--- config.mk ---
export PLATFORM = sky130hd
export DESIGN_NAME = sync_gate
export DESIGN_NICKNAME = d
export VERILOG_FILES = /design/src/rtl/sync_gate_pkg.sv /design/src/rtl/sync_quiet_detect.sv /design/src/rtl/sync_gate_fsm.sv /design/src/rtl/sync_wait_counter.sv /design/src/rtl/sync_gate.sv
export SDC_FILE = /design/constraint.sdc
export NUM_CORES = 1
export LEC_CHECK = 0
export BUFFER_PORTS_ARGS = -buffer_cell sky130_fd_sc_hd__buf_4
export CAP_MARGIN = 20
export CORE_AREA = 5 5 42 44
export DETAILED_ROUTE_END_ITERATION = 12
export DIE_AREA = 0 0 47 49
export PLACE_DENSITY = 0.69
export SETUP_SLACK_MARGIN = 0.4
export SYNTH_ARGS = -nofsm -noshare
export SYNTH_HDL_FRONTEND = slang
export SYNTH_SLANG_ARGS = --single-unit
--- constraint.sdc ---
create_clock -name clk -period 1.7 [get_ports clk]
set_input_delay 0.34 -clock clk [delete_from_list [all_inputs] [get_ports clk]]
set_output_delay 0.34 -clock clk [all_outputs]
set_load 0.005 [all_outputs]
--- src/rtl/sync_gate_pkg.sv ---
package sync_gate_pkg;
    typedef enum logic [0:0] {
        GATE_OPEN = 1'b0,
        GATE_HOLD = 1'b1
    } gate_state_t;

    localparam int unsigned N_QUIET = 5;
endpackage

--- src/rtl/sync_quiet_detect.sv ---
module sync_quiet_detect
    import sync_gate_pkg::*;
(
    input  logic [N_QUIET-1:0] cond_ok,
    output logic               all_quiet
);
    logic [N_QUIET:0] chain;

    assign chain[0] = 1'b1;
    for (genvar g = 0; g < N_QUIET; g++) begin : g_and
        assign chain[g+1] = chain[g] & cond_ok[g];
    end
    assign all_quiet = chain[N_QUIET];
endmodule

--- src/rtl/sync_gate_fsm.sv ---
module sync_gate_fsm
    import sync_gate_pkg::*;
(
    input  logic clk,
    input  logic rst_n,
    input  logic instr_valid,
    input  logic instr_serial,
    input  logic quiet,
    output logic stall,
    output logic release_go,
    output logic arrive,
    output logic arrive_blocked,
    output logic hold_tick
);
    gate_state_t state, state_nx;
    logic        sync_in;

    assign sync_in = instr_valid & instr_serial;

    always_comb begin
        state_nx = state;
        unique case (state)
            GATE_OPEN: if (sync_in && !quiet) state_nx = GATE_HOLD;
            GATE_HOLD: if (quiet)             state_nx = GATE_OPEN;
            default:                          state_nx = GATE_OPEN;
        endcase
    end

    always_ff @(posedge clk) begin
        if (!rst_n) state <= GATE_OPEN;
        else        state <= state_nx;
    end

    always_comb begin
        stall          = 1'b0;
        release_go     = 1'b0;
        arrive         = 1'b0;
        arrive_blocked = 1'b0;
        hold_tick      = 1'b0;
        unique case (state)
            GATE_OPEN: begin
                arrive         = sync_in;
                arrive_blocked = sync_in & ~quiet;
                release_go     = sync_in & quiet;
                stall          = sync_in & ~quiet;
            end
            GATE_HOLD: begin
                release_go = quiet;
                stall      = ~quiet;
                hold_tick  = ~quiet;
            end
            default: ;
        endcase
    end

    p_hold_stall_r4: assert property (@(posedge clk) disable iff (!rst_n)
        (state == GATE_HOLD && !quiet) |=> (state == GATE_HOLD && (stall || release_go)));
    p_pass_r8: assert property (@(posedge clk) disable iff (!rst_n)
        (state == GATE_OPEN && instr_valid && !instr_serial) |-> (!stall && !release_go));
    p_single_go_r5: assert property (@(posedge clk) disable iff (!rst_n)
        (state == GATE_HOLD && release_go) |=> (state == GATE_OPEN));
    p_no_both_r4: assert property (@(posedge clk) disable iff (!rst_n)
        !(stall && release_go));
endmodule

--- src/rtl/sync_wait_counter.sv ---
module sync_wait_counter #(
    parameter int unsigned CNT_W = 8
) (
    input  logic             clk,
    input  logic             rst_n,
    input  logic             start,
    input  logic             start_blocked,
    input  logic             tick,
    output logic [CNT_W-1:0] count
);
    localparam logic [CNT_W-1:0] CNT_MAX = {CNT_W{1'b1}};

    always_ff @(posedge clk) begin
        if (!rst_n)
            count <= '0;
        else if (start)
            count <= start_blocked ? CNT_W'(1) : '0;
        else if (tick && count != CNT_MAX)
            count <= count + CNT_W'(1);
    end

    p_sat_r10: assert property (@(posedge clk) disable iff (!rst_n)
        (!start && count == CNT_MAX) |=> (count == CNT_MAX));
    p_clear_r7: assert property (@(posedge clk) disable iff (!rst_n)
        (start && !start_blocked) |=> (count == '0));
    p_step_r7: assert property (@(posedge clk) disable iff (!rst_n)
        (!start && tick && count != CNT_MAX) |=> (count == $past(count) + CNT_W'(1)));
endmodule

--- src/rtl/sync_gate.sv ---
module sync_gate
    import sync_gate_pkg::*;
#(
    parameter int unsigned CNT_W = 8
) (
    input  logic             clk,
    input  logic             rst_n,
    input  logic             instr_valid,
    input  logic             instr_serial,
    input  logic             ic_busy,
    input  logic             dc_busy,
    input  logic             push_empty,
    input  logic             wbuf_empty,
    input  logic             older_retired,
    output logic             fe_stall,
    output logic             exec_release,
    output logic [CNT_W-1:0] wait_count
);
    logic quiet, arrive, arrive_blocked, hold_tick;

    sync_quiet_detect u_quiet (
        .cond_ok   ({~ic_busy, ~dc_busy, push_empty, wbuf_empty, older_retired}),
        .all_quiet (quiet)
    );

    sync_gate_fsm u_fsm (
        .clk            (clk),
        .rst_n          (rst_n),
        .instr_valid    (instr_valid),
        .instr_serial   (instr_serial),
        .quiet          (quiet),
        .stall          (fe_stall),
        .release_go     (exec_release),
        .arrive         (arrive),
        .arrive_blocked (arrive_blocked),
        .hold_tick      (hold_tick)
    );

    sync_wait_counter #(.CNT_W(CNT_W)) u_cnt (
        .clk           (clk),
        .rst_n         (rst_n),
        .start         (arrive),
        .start_blocked (arrive_blocked),
        .tick          (hold_tick),
        .count         (wait_count)
    );

    p_go_quiet_r2: assert property (@(posedge clk) disable iff (!rst_n)
        exec_release |-> (!ic_busy && !dc_busy && push_empty && wbuf_empty && older_retired));
endmodule

==> results.txt, run 1 <==
For this run, the register share of the synthesized area comes to between 30% and 40%. The number of warnings issued by yosys is 0. The power share of the sequential group is 48.5%. Among all cell types in the netlist, the one instantiated most often is sky130_fd_sc_hd__nand2_1. After synthesis the netlist holds a flip-flop and latch count of 9. Internal power comes to 0.349 mW. After routing, the total negative slack on setup checks comes to 0 ns.

The longest individual stage delay on the worst path is about 0.35 ns. The I/O pin total is 19. Power spread over the standard cell area amounts to between 500 and 600 nW/um^2. Using the TritonRoute via totals, the vias-per-cell ratio works out to 5.54. For this configuration, the core starts out at a cell density of 40.4%. The clock-pin slew of the registers on the worst-case setup and hold paths came out at 0.06 ns. The path class of the tightest hold or removal check is input port to flop. The shortest clock period the worst path allows after layout came out at 1.36 ns. The total via count in the routed design came out at approximately 600. The critical path is of the input port to output pin type.

The starting DRC count in detailed routing came out at 20. The area growth from synthesis to layout is 41.6%. The routed design has 1.44 mm of wire. The maximum number of pins on one net before global-route repair is 9.

In this design, the largest share of critical-path delay is due to simple AND/OR/NAND/NOR gates. Setup repair after global routing could not meet its margin everywhere. The largest area contributor in the netlist is sky130_fd_sc_hd__dfxtp_1. The via count of the first global-routing pass came to 570. The antenna cell count is 0. The max-capacitance violation count came out at 0. For this run the aggregate overflow at the end of global routing stands at 0. The slowest stage of the critical path is the sky130_fd_sc_hd__and4bb_4 cell. Counting flops with an async set or reset pin after synthesis yields a share of 0%. In the synthesized netlist, the number of instances is 67. The required arrival time at the worst endpoint came out at 1.36 ns. For this design the total switching power over the nets is between 0.1 and 0.15 mW. STA classifies the critical path endpoint as an output pin. The worst ir drop on vdd is around 0.26 mV. Net switching is approximately a quarter of the power.

The number of remaining DRC errors is 0. The fraction of power consumed by combinational cells is approximately 16%. For this run, the detailed router's first-pass iteration total came to 4. The count of flip-flops with a built-in enable after synthesis came out at 0.

The number of nets in the finished design came out at between 100 and 150. Derived from the worst setup path, the maximum achievable clock frequency is 735 MHz. The die boundary height is 49 microns.

The clock arrives with around 0.0029 ns of skew. The post-synthesis cell area is between 500 and 600 sq um. The placeable core area is between 1000 and 1500 sq um. The finished layout holds around 110 standard cells, fillers aside. In the final routed layout, each cell accounts on average for between 10 and 15 microns. The worst setup path is launched from an input port. The critical path goes through buf_6 > and4bb_4 > nand2_1 > nor2_1 > buf_4. TritonCTS built the clock tree. The highest net fanout along the worst path is 4.

The hold violation total from the final report is 0. The total global-route track usage came out at around an eighth. The maximum buffer depth of the clock tree is 2. The post-route clock period utilization came out at approximately four fifths. The global placement routability congestion is between 0.7 and 0.8. The buffers plus inverters on the worst setup path is 2. Per report_power, the clock group accounts for a little over a third of the total. The die extent in x is between 40 and 50 microns. The die covers 2300 sq um. The number of clock buffers inserted by TritonCTS is 3. The fraction of synthesized cell area taken by the top area cell type is 31.9%.

The clock latency of the later-clocked register in the worst-skew pair came out at ~0.26 ns. The CTS H-tree depth is 1. The arrival time reported for the critical path endpoint is 1.02 ns. The number of cells after detailed placement is 101. The remaining number of nets flagged by the antenna check after routing is 0. The standard-cell row count is 14. The wire length of the first global-routing pass came out at 2.33 mm. The commonest cells after synthesis are sky130_fd_sc_hd__nand2_1, sky130_fd_sc_hd__dfxtp_1, sky130_fd_sc_hd__nand4_1, sky130_fd_sc_hd__a21oi_2, sky130_fd_sc_hd__inv_1.

The clock sink total is 9. The transition time at the pin with the least slew margin came out at about 0.28 ns. The leakage power is between 0.3 and 0.4 nW. The count of input and output buffers is 18. The run finished with clean final reports. The fraction of layout instances using a drive strength above 1 is 47.3%. The total of endpoints with negative setup slack in the final report is 0. The number of max-slew violations in the final report came out at 0. The number of antenna violations at the first check in global routing came out at 0. In the post-synthesis netlist, the biggest area contributors are sky130_fd_sc_hd__dfxtp_1, sky130_fd_sc_hd__a21oi_2, sky130_fd_sc_hd__nand4_1, sky130_fd_sc_hd__nand2_1, sky130_fd_sc_hd__a211o_1. Synthesis instantiated 28 different standard cells from the library.

The relative slew slack is between 80 and 90%. The most common flop cell mapped by yosys is sky130_fd_sc_hd__dfxtp_1. The sum of net half-perimeters after detailed placement came out at around 1.0 mm. The CTS root buffer is sky130_fd_sc_hd__clkbuf_4. The total nets after synthesis is 77. A synthesized cell averages around 8.4 sq um.
[kinds of logic (layout without fill, tap and decap cells)]
logic type,count (synthesis),after routing,share of synthesized area [%]
and+or+nand+nor,35,35,38.3
AOI/OAI and AO/OA,15,15,20.6
DFF,9,9,31.9
buffers and inverters,6,30,5.31
adders and majority gates,1,1,2.21
muxes,1,1,1.77
[state kept, by name, indices dropped and copies added (netlist names)]
| signal | count |
|---|---|
| u_fsm.state | 1 |
| u_cnt.count | 8 |
[worst reg2reg max path, cell delays in order, from the launching register on]
cell,delay [ns]
sky130_fd_sc_hd__dfxtp_1,0.44
sky130_fd_sc_hd__nand4_1,0.15
sky130_fd_sc_hd__a21oi_2,0.23
sky130_fd_sc_hd__nand4_1,0.15
sky130_fd_sc_hd__mux2i_1,0.13
[per-layer routing]
| metal | vias to the layer above | wire, microns | share of wire, % | track usage, % |
|---|---|---|---|---|
| met5 | - | 0 | 0 | 0 |
| met4 | 0 | 12 | 0.83 | 4.15 |
| met3 | 2 | 94 | 6.5 | 2.58 |
| met2 | 21 | 639 | 44 | 19.7 |
| met1 | 270 | 694 | 48 | 18.1 |
| li1 | 300 | - | - | - |
[final cells by class]
cell class                      count  area, sq um
Multi-Input combinational cell     52          387
Timing Repair Buffer               21          161
Inverter                            5         18.8
Tap cell                           16         20.0
Clock buffer                        4         26.3
Sequential cell                     9          188
Fill cell                         134          601
[through the flow]
stage	hold slack [ns]	setup WS (ns)	instance area, sq um	util [%]	power, mW
6_report	0.334	0.340	801	57.1	0.468
5_1_grt	0.356	0.316	801	57.1	0.493
4_1_cts	0.326	0.333	778	55.5	0.468
3_5_place_dp	0.490	0.262	717	51.2	0.293
3_3_place_gp	0.487	0.273	717	51.2	0.293
2_1_floorplan	0.462	0.472	566	-	0.258
[final timing paths]
| check | start | to | slack [ns] | cells past startpoint |
|---|---|---|---|---|
| setup reg to reg | u_cnt.count[2] | u_cnt.count[5] | 0.49 | 4 |
| setup / recovery | dc_busy | exec_release | 0.34 | 5 |
| hold reg to reg | u_cnt.count[1] | u_cnt.count[1] | 0.49 | 2 |
| hold / removal | rst_n | u_fsm.state | 0.33 | 2 |
[placed cells by master (no fill, tap or decap)]
| master | n |
|---|---|
| sky130_fd_sc_hd__buf_4 | 20 |
| sky130_fd_sc_hd__nand2_1 | 10 |
| sky130_fd_sc_hd__nand4_1 | 7 |
| sky130_fd_sc_hd__dfxtp_2 | 6 |
| sky130_fd_sc_hd__a21oi_2 | 5 |
| sky130_fd_sc_hd__inv_1 | 5 |
| sky130_fd_sc_hd__a211o_1 | 3 |
| sky130_fd_sc_hd__clkbuf_4 | 3 |
| sky130_fd_sc_hd__dfxtp_1 | 3 |
| sky130_fd_sc_hd__nor2_1 | 2 |
| sky130_fd_sc_hd__and3_1 | 2 |
| sky130_fd_sc_hd__and2_1 | 2 |
| sky130_fd_sc_hd__nand3_1 | 2 |
| sky130_fd_sc_hd__and4bb_4 | 1 |
| sky130_fd_sc_hd__a21oi_4 | 1 |
| sky130_fd_sc_hd__and4_4 | 1 |
| sky130_fd_sc_hd__and3b_1 | 1 |
| sky130_fd_sc_hd__nand2b_2 | 1 |
| sky130_fd_sc_hd__nor2_2 | 1 |
| sky130_fd_sc_hd__or3_1 | 1 |
| sky130_fd_sc_hd__nand3_4 | 1 |
| sky130_fd_sc_hd__mux2i_1 | 1 |
| sky130_fd_sc_hd__a21oi_1 | 1 |
| sky130_fd_sc_hd__and4b_1 | 1 |
| sky130_fd_sc_hd__nor3_1 | 1 |
| sky130_fd_sc_hd__nor3_2 | 1 |
| sky130_fd_sc_hd__a21boi_1 | 1 |
| sky130_fd_sc_hd__o21ai_1 | 1 |
| sky130_fd_sc_hd__a311oi_1 | 1 |
| sky130_fd_sc_hd__a41oi_1 | 1 |
| sky130_fd_sc_hd__a31oi_1 | 1 |
| sky130_fd_sc_hd__ha_4 | 1 |
| sky130_fd_sc_hd__clkbuf_1 | 1 |
| sky130_fd_sc_hd__buf_6 | 1 |
[power by group through the flow]
| stage | clock network, mW | registers (mW) | logic (mW) |
|---|---|---|---|
| final | 0.165 | 0.227 | 0.0755 |
| after global routing | 0.181 | 0.228 | 0.0836 |
| after CTS | 0.171 | 0.225 | 0.0715 |
| after detailed placement | 0 | 0.228 | 0.0653 |
| after global placement | 0 | 0.228 | 0.0652 |
| after floorplan | 0 | 0.227 | 0.0312 |
[what timing repair did]
action / in CTS / in global routing
gates resized for setup: 6 / 9
buffers inserted: 2 / 0
setup endpoints to repair: 9 / 8
hold buffers: 0 / 0
pin swaps: 3 / 1
Note: power is estimated with default switching activity, not from simulation.
==> run 2, diff against run 1 <==
- ABC_AREA: not set -> 1
- PLACE_DENSITY: 0.69 -> 0.71
- clock period: 1.7 -> 1.4 ns (I/O delays scaled with it)
==> results.txt, run 2 <==
The count of flip-flops with a built-in enable after synthesis is 0 (unchanged). The clock tree skew after final layout is 0.000326 ns (-0.00255 ns). The largest registers in the layout are u_cnt.count (8), u_fsm.state (1). met2 is the most crowded layer. The accumulated negative setup slack came out at 0 ns (unchanged). The logic depth of the worst register-to-register path came out at 8 (+4). The count of TritonRoute iterations in the first routing pass came to 4 (unchanged). Walking the worst path, the cells encountered are ha_4 > nand2_4 > nor2_4 > nand2_4 > nand3_4 > nor2_2 > nor2_1 > nor2_1. The via count of the first global-routing pass is 637 (+12%). The shortest clock period the worst path allows after layout is 1.22 ns. The highest net fanout along the worst path came to 6 (+2). The die boundary height is 49 microns (unchanged). The total of endpoints with negative setup slack in the final report came to 0 (unchanged). The number of hold buffers added after cts came out at 0 (unchanged). The final worst slack came out at 0.182 ns (-0.158 ns). The number of library cell types mapped by synthesis was 17 (-39%). The clock latency of the later-clocked register in the worst-skew pair is 0.27 ns (about the same).

The worst setup slack after placement is 0.116 ns (-0.146 ns). The worst ir drop on vdd is 0.603 mV (+130%). The CTS root buffer is sky130_fd_sc_hd__clkbuf_4.

The endpoint of the most critical register-to-register path is u_cnt.count[7]. The flow ran to the end, and the final reports show no timing, DRC or antenna violations. The global-route met2 utilization is 24.4% (+4.8 points). The die extent in x is 47 microns (unchanged). The hold violation total from the final report is 0 (unchanged). The starting DRC count in detailed routing came out at 13 (-35%).

The most common cell in the synthesized netlist is sky130_fd_sc_hd__nand2_1. The post-synthesis cell area came to 587 sq um (+3.8%). The critical path in this run is classified as flop to flop. In the layout the commonest cells are sky130_fd_sc_hd__nand2_1, sky130_fd_sc_hd__buf_4, sky130_fd_sc_hd__nor2_1. The number of flip-flops under the largest register name is 8 (unchanged). TritonCTS built the clock tree. The transition time at the pin with the least slew margin is 0.269 ns (-0.0134 ns). After synthesis, the cell types taking the most area are sky130_fd_sc_hd__dfxtp_1, sky130_fd_sc_hd__nand2_1, sky130_fd_sc_hd__nor2_1, sky130_fd_sc_hd__inv_1, sky130_fd_sc_hd__nand4_1. The number of instances in the synthesized netlist came out at 92 (+37%). The total global-route track usage was 15.3% (+2.3 points). The longest individual stage delay on the worst path was 0.38 ns (+0.03 ns). The max-capacitance violation count came out at 0 (unchanged). The worst setup slack for register-to-register paths came out at 0.18 ns (-0.31 ns). The arrival time reported for the critical path endpoint came out at 1.38 ns (+0.36 ns). The remaining number of nets flagged by the antenna check after routing is 0 (unchanged). The area enclosed by the die boundary came out at 2300 sq um (unchanged). Timing would allow up to around 800 MHz.

The startpoint identified for the worst register-to-register timing path is u_cnt.count[1]. The most used flip-flop cell after synthesis is sky130_fd_sc_hd__dfxtp_1. The standard-cell row count is 14 (unchanged).

The cell count of the worst hold path is 3 (+1). The total via count in the routed design is 673 (+13%). The fraction of registers with async set/reset came to 0% (unchanged). The number of nets in the finished design came to 133 (+30%). The sort of element at the end of the critical path is a flop. The met1 usage came to 17.2% (-0.88 points).

The number of antenna violations at the first check in global routing came out at 0 (unchanged). The final standard cell utilization of the core was 67.2% (+10 points). The power density over the cells came out at 614 nW/um^2 (+5.1%).

The number of storage elements in the synthesis netlist came out at 9 (unchanged). Sorting the synthesized cells by how often they occur yields sky130_fd_sc_hd__nand2_1, sky130_fd_sc_hd__nor2_1, sky130_fd_sc_hd__inv_1, sky130_fd_sc_hd__dfxtp_1, sky130_fd_sc_hd__nand4_1. In the finished design, the share of the clock period the worst path needs comes to between 80% and 90%.

The fill cell total of the finished layout came out at 129 (-3.7%). The class of the most critical hold timing path is input port to flop. The number of vias per cell came out at 4.88 (-12%). The clock-pin slew of the registers on the worst-case setup and hold paths came out at 0.06 ns (about the same). The number of warnings issued by yosys came out at 0 (unchanged).

The share of synthesized area occupied by flip-flops and latches came to 30.7% (-1.2 points). The leakage power came out at 0.454 nW (+37%). The type of origin of the critical path is a flop.

The area added between synthesis and finish is 60.6%. The CTS H-tree depth is 1 (unchanged). The total power draw is 0.578 mW (+24%). The worst hold slack came out at 0.310 ns (-0.0242 ns). The routed length per placed instance came out at 11.4 microns (-15%). Counting flops per register, the top entry is u_cnt.count. The I/O pin total came out at 19 (unchanged). The total nets after synthesis is 102 (+32%). The global placement routability congestion came out at 0.870 (+13%). The routed wire length is 1.57 mm (+9.3%). The required arrival time at the worst endpoint is 1.57 ns (+0.21 ns). Setup repair after global routing could not meet its margin everywhere. The maximum number of pins on one net before global-route repair is 8 (-1). sky130_fd_sc_hd__dfxtp_1 takes more of the synthesized area than any other cell. The effective utilization at floorplan was 41.9% (+1.5 points). The fraction of layout instances using a drive strength above 1 is 45.9% (-1.4 points). The placeable core area came out at 1400 sq um (unchanged). The wire length of the first global-routing pass came out at 2.54 mm (+9.2%). The relative slew slack is 82.0% (+0.89 points). The count of input and output buffers is 18 (unchanged). The sum of net half-perimeters after detailed placement came to 1.09 mm (+4.4%). The endpoint of the worst hold path is u_cnt.count[1]. The number of remaining DRC errors came to 0 (unchanged).

In this run the most critical hold path is launched from rst_n. The maximum buffer depth of the clock tree came to 2 (unchanged). The commonest non-fill, non-tap cell in the layout is sky130_fd_sc_hd__nand2_1.

The met3 layer usage reported by global route is 3.69% (+1.1 points). The fraction of synthesized cell area taken by the top area cell type came to 30.7% (-1.2 points). The clock sink total was 9 (unchanged).

The mean area per synthesized cell is 6.38 sq um (-24%). On the critical path, the stage with the largest delay is an instance of sky130_fd_sc_hd__dfxtp_4. The global-route congestion overflow total came out at 0 (unchanged). The number of max-slew violations in the final report is 0 (unchanged). The antenna cell count is 0 (unchanged).

The number of clock buffers inserted by TritonCTS came out at 3 (unchanged).
==> run 2: cell count changes after synthesis, sizes merged, moves of 3 or more <==
cell,before,now
a21oi,7,4
inv,5,15
nand2,10,23
nand3,3,6
nor2,3,23
a211o,3,0
==> run 2: layer usage <==
metal	up-vias	wire length [microns]	share of wire, %
met5	-	0	0
met3	5	59	3.7
li1	351	-	-
met4	0	44	2.8
met1	307	646	41
met2	10	824	52
==> run 2: worst max-delay path by stage <==
stage / from / endpoint / slack, ns / cells past startpoint
4_1_cts: u_fsm.state / exec_release / 0.18 / 3
6_report: u_cnt.count[1] / u_cnt.count[7] / 0.18 / 8
3_5_place_dp: older_retired / fe_stall / 0.12 / 7
2_1_floorplan: u_cnt.count[1] / u_cnt.count[2] / 0.27 / 8
3_3_place_gp: older_retired / fe_stall / 0.16 / 7
5_1_grt: u_cnt.count[0] / u_cnt.count[7] / 0.09 / 8
==> run 2: repair_timing <==
action                                 4_1_cts  5_1_grt
setup endpoints to repair                   18       18
endpoints found under the hold margin        0        0
gates resized for setup                     26        5
setup buffers                                5        3
pin swaps                                   11        8
==> run 2: stage by stage <==
step | cells | cell area, sq um
detailed placement | 126 | 764
CTS | 135 | 906
global placement | 126 | 764
global route | 138 | 942
finish | 138 | 942
floorplan | 92 | 609
==> run 2: area by class of cell <==
cell class                      instances  area, sq um  share of cell area [%]
Multi-Input combinational cell         67          393                    41.7
Timing Repair Buffer                   27          233                    24.7
Sequential cell                         9          214                    22.7
Inverter                               15         56.3                    5.98
Clock buffer                            4         26.3                    2.79
Tap cell                               16         20.0                    2.12
==> run 2: power breakdown <==
group	internal (mW)	switching [mW]	total, mW
combinational	0.0585	0.0504	0.109
sequential	0.249	0.00793	0.257
clock	0.111	0.102	0.212
==> run 2: worst max-delay path, delay by kind of cell, from the launching register on <==
kind | cells | cell delay, ns
adder cells (fa/ha/maj) | 1 | 0.15
AND/OR/NAND/NOR | 7 | 0.59
flip-flops | 1 | 0.38
==> run 2: cell families (layout without fill, tap and decap cells) <==
group                      after synthesis  count (layout)  share of synthesized area, %
adders and majority gates                1               1                          2.13
AOI/OAI and AO/OA                        6               6                          5.76
DFF                                      9               9                          30.7
buffers and inverters                   16              46                          10.9
and+or+nand+nor                         60              60                          50.5
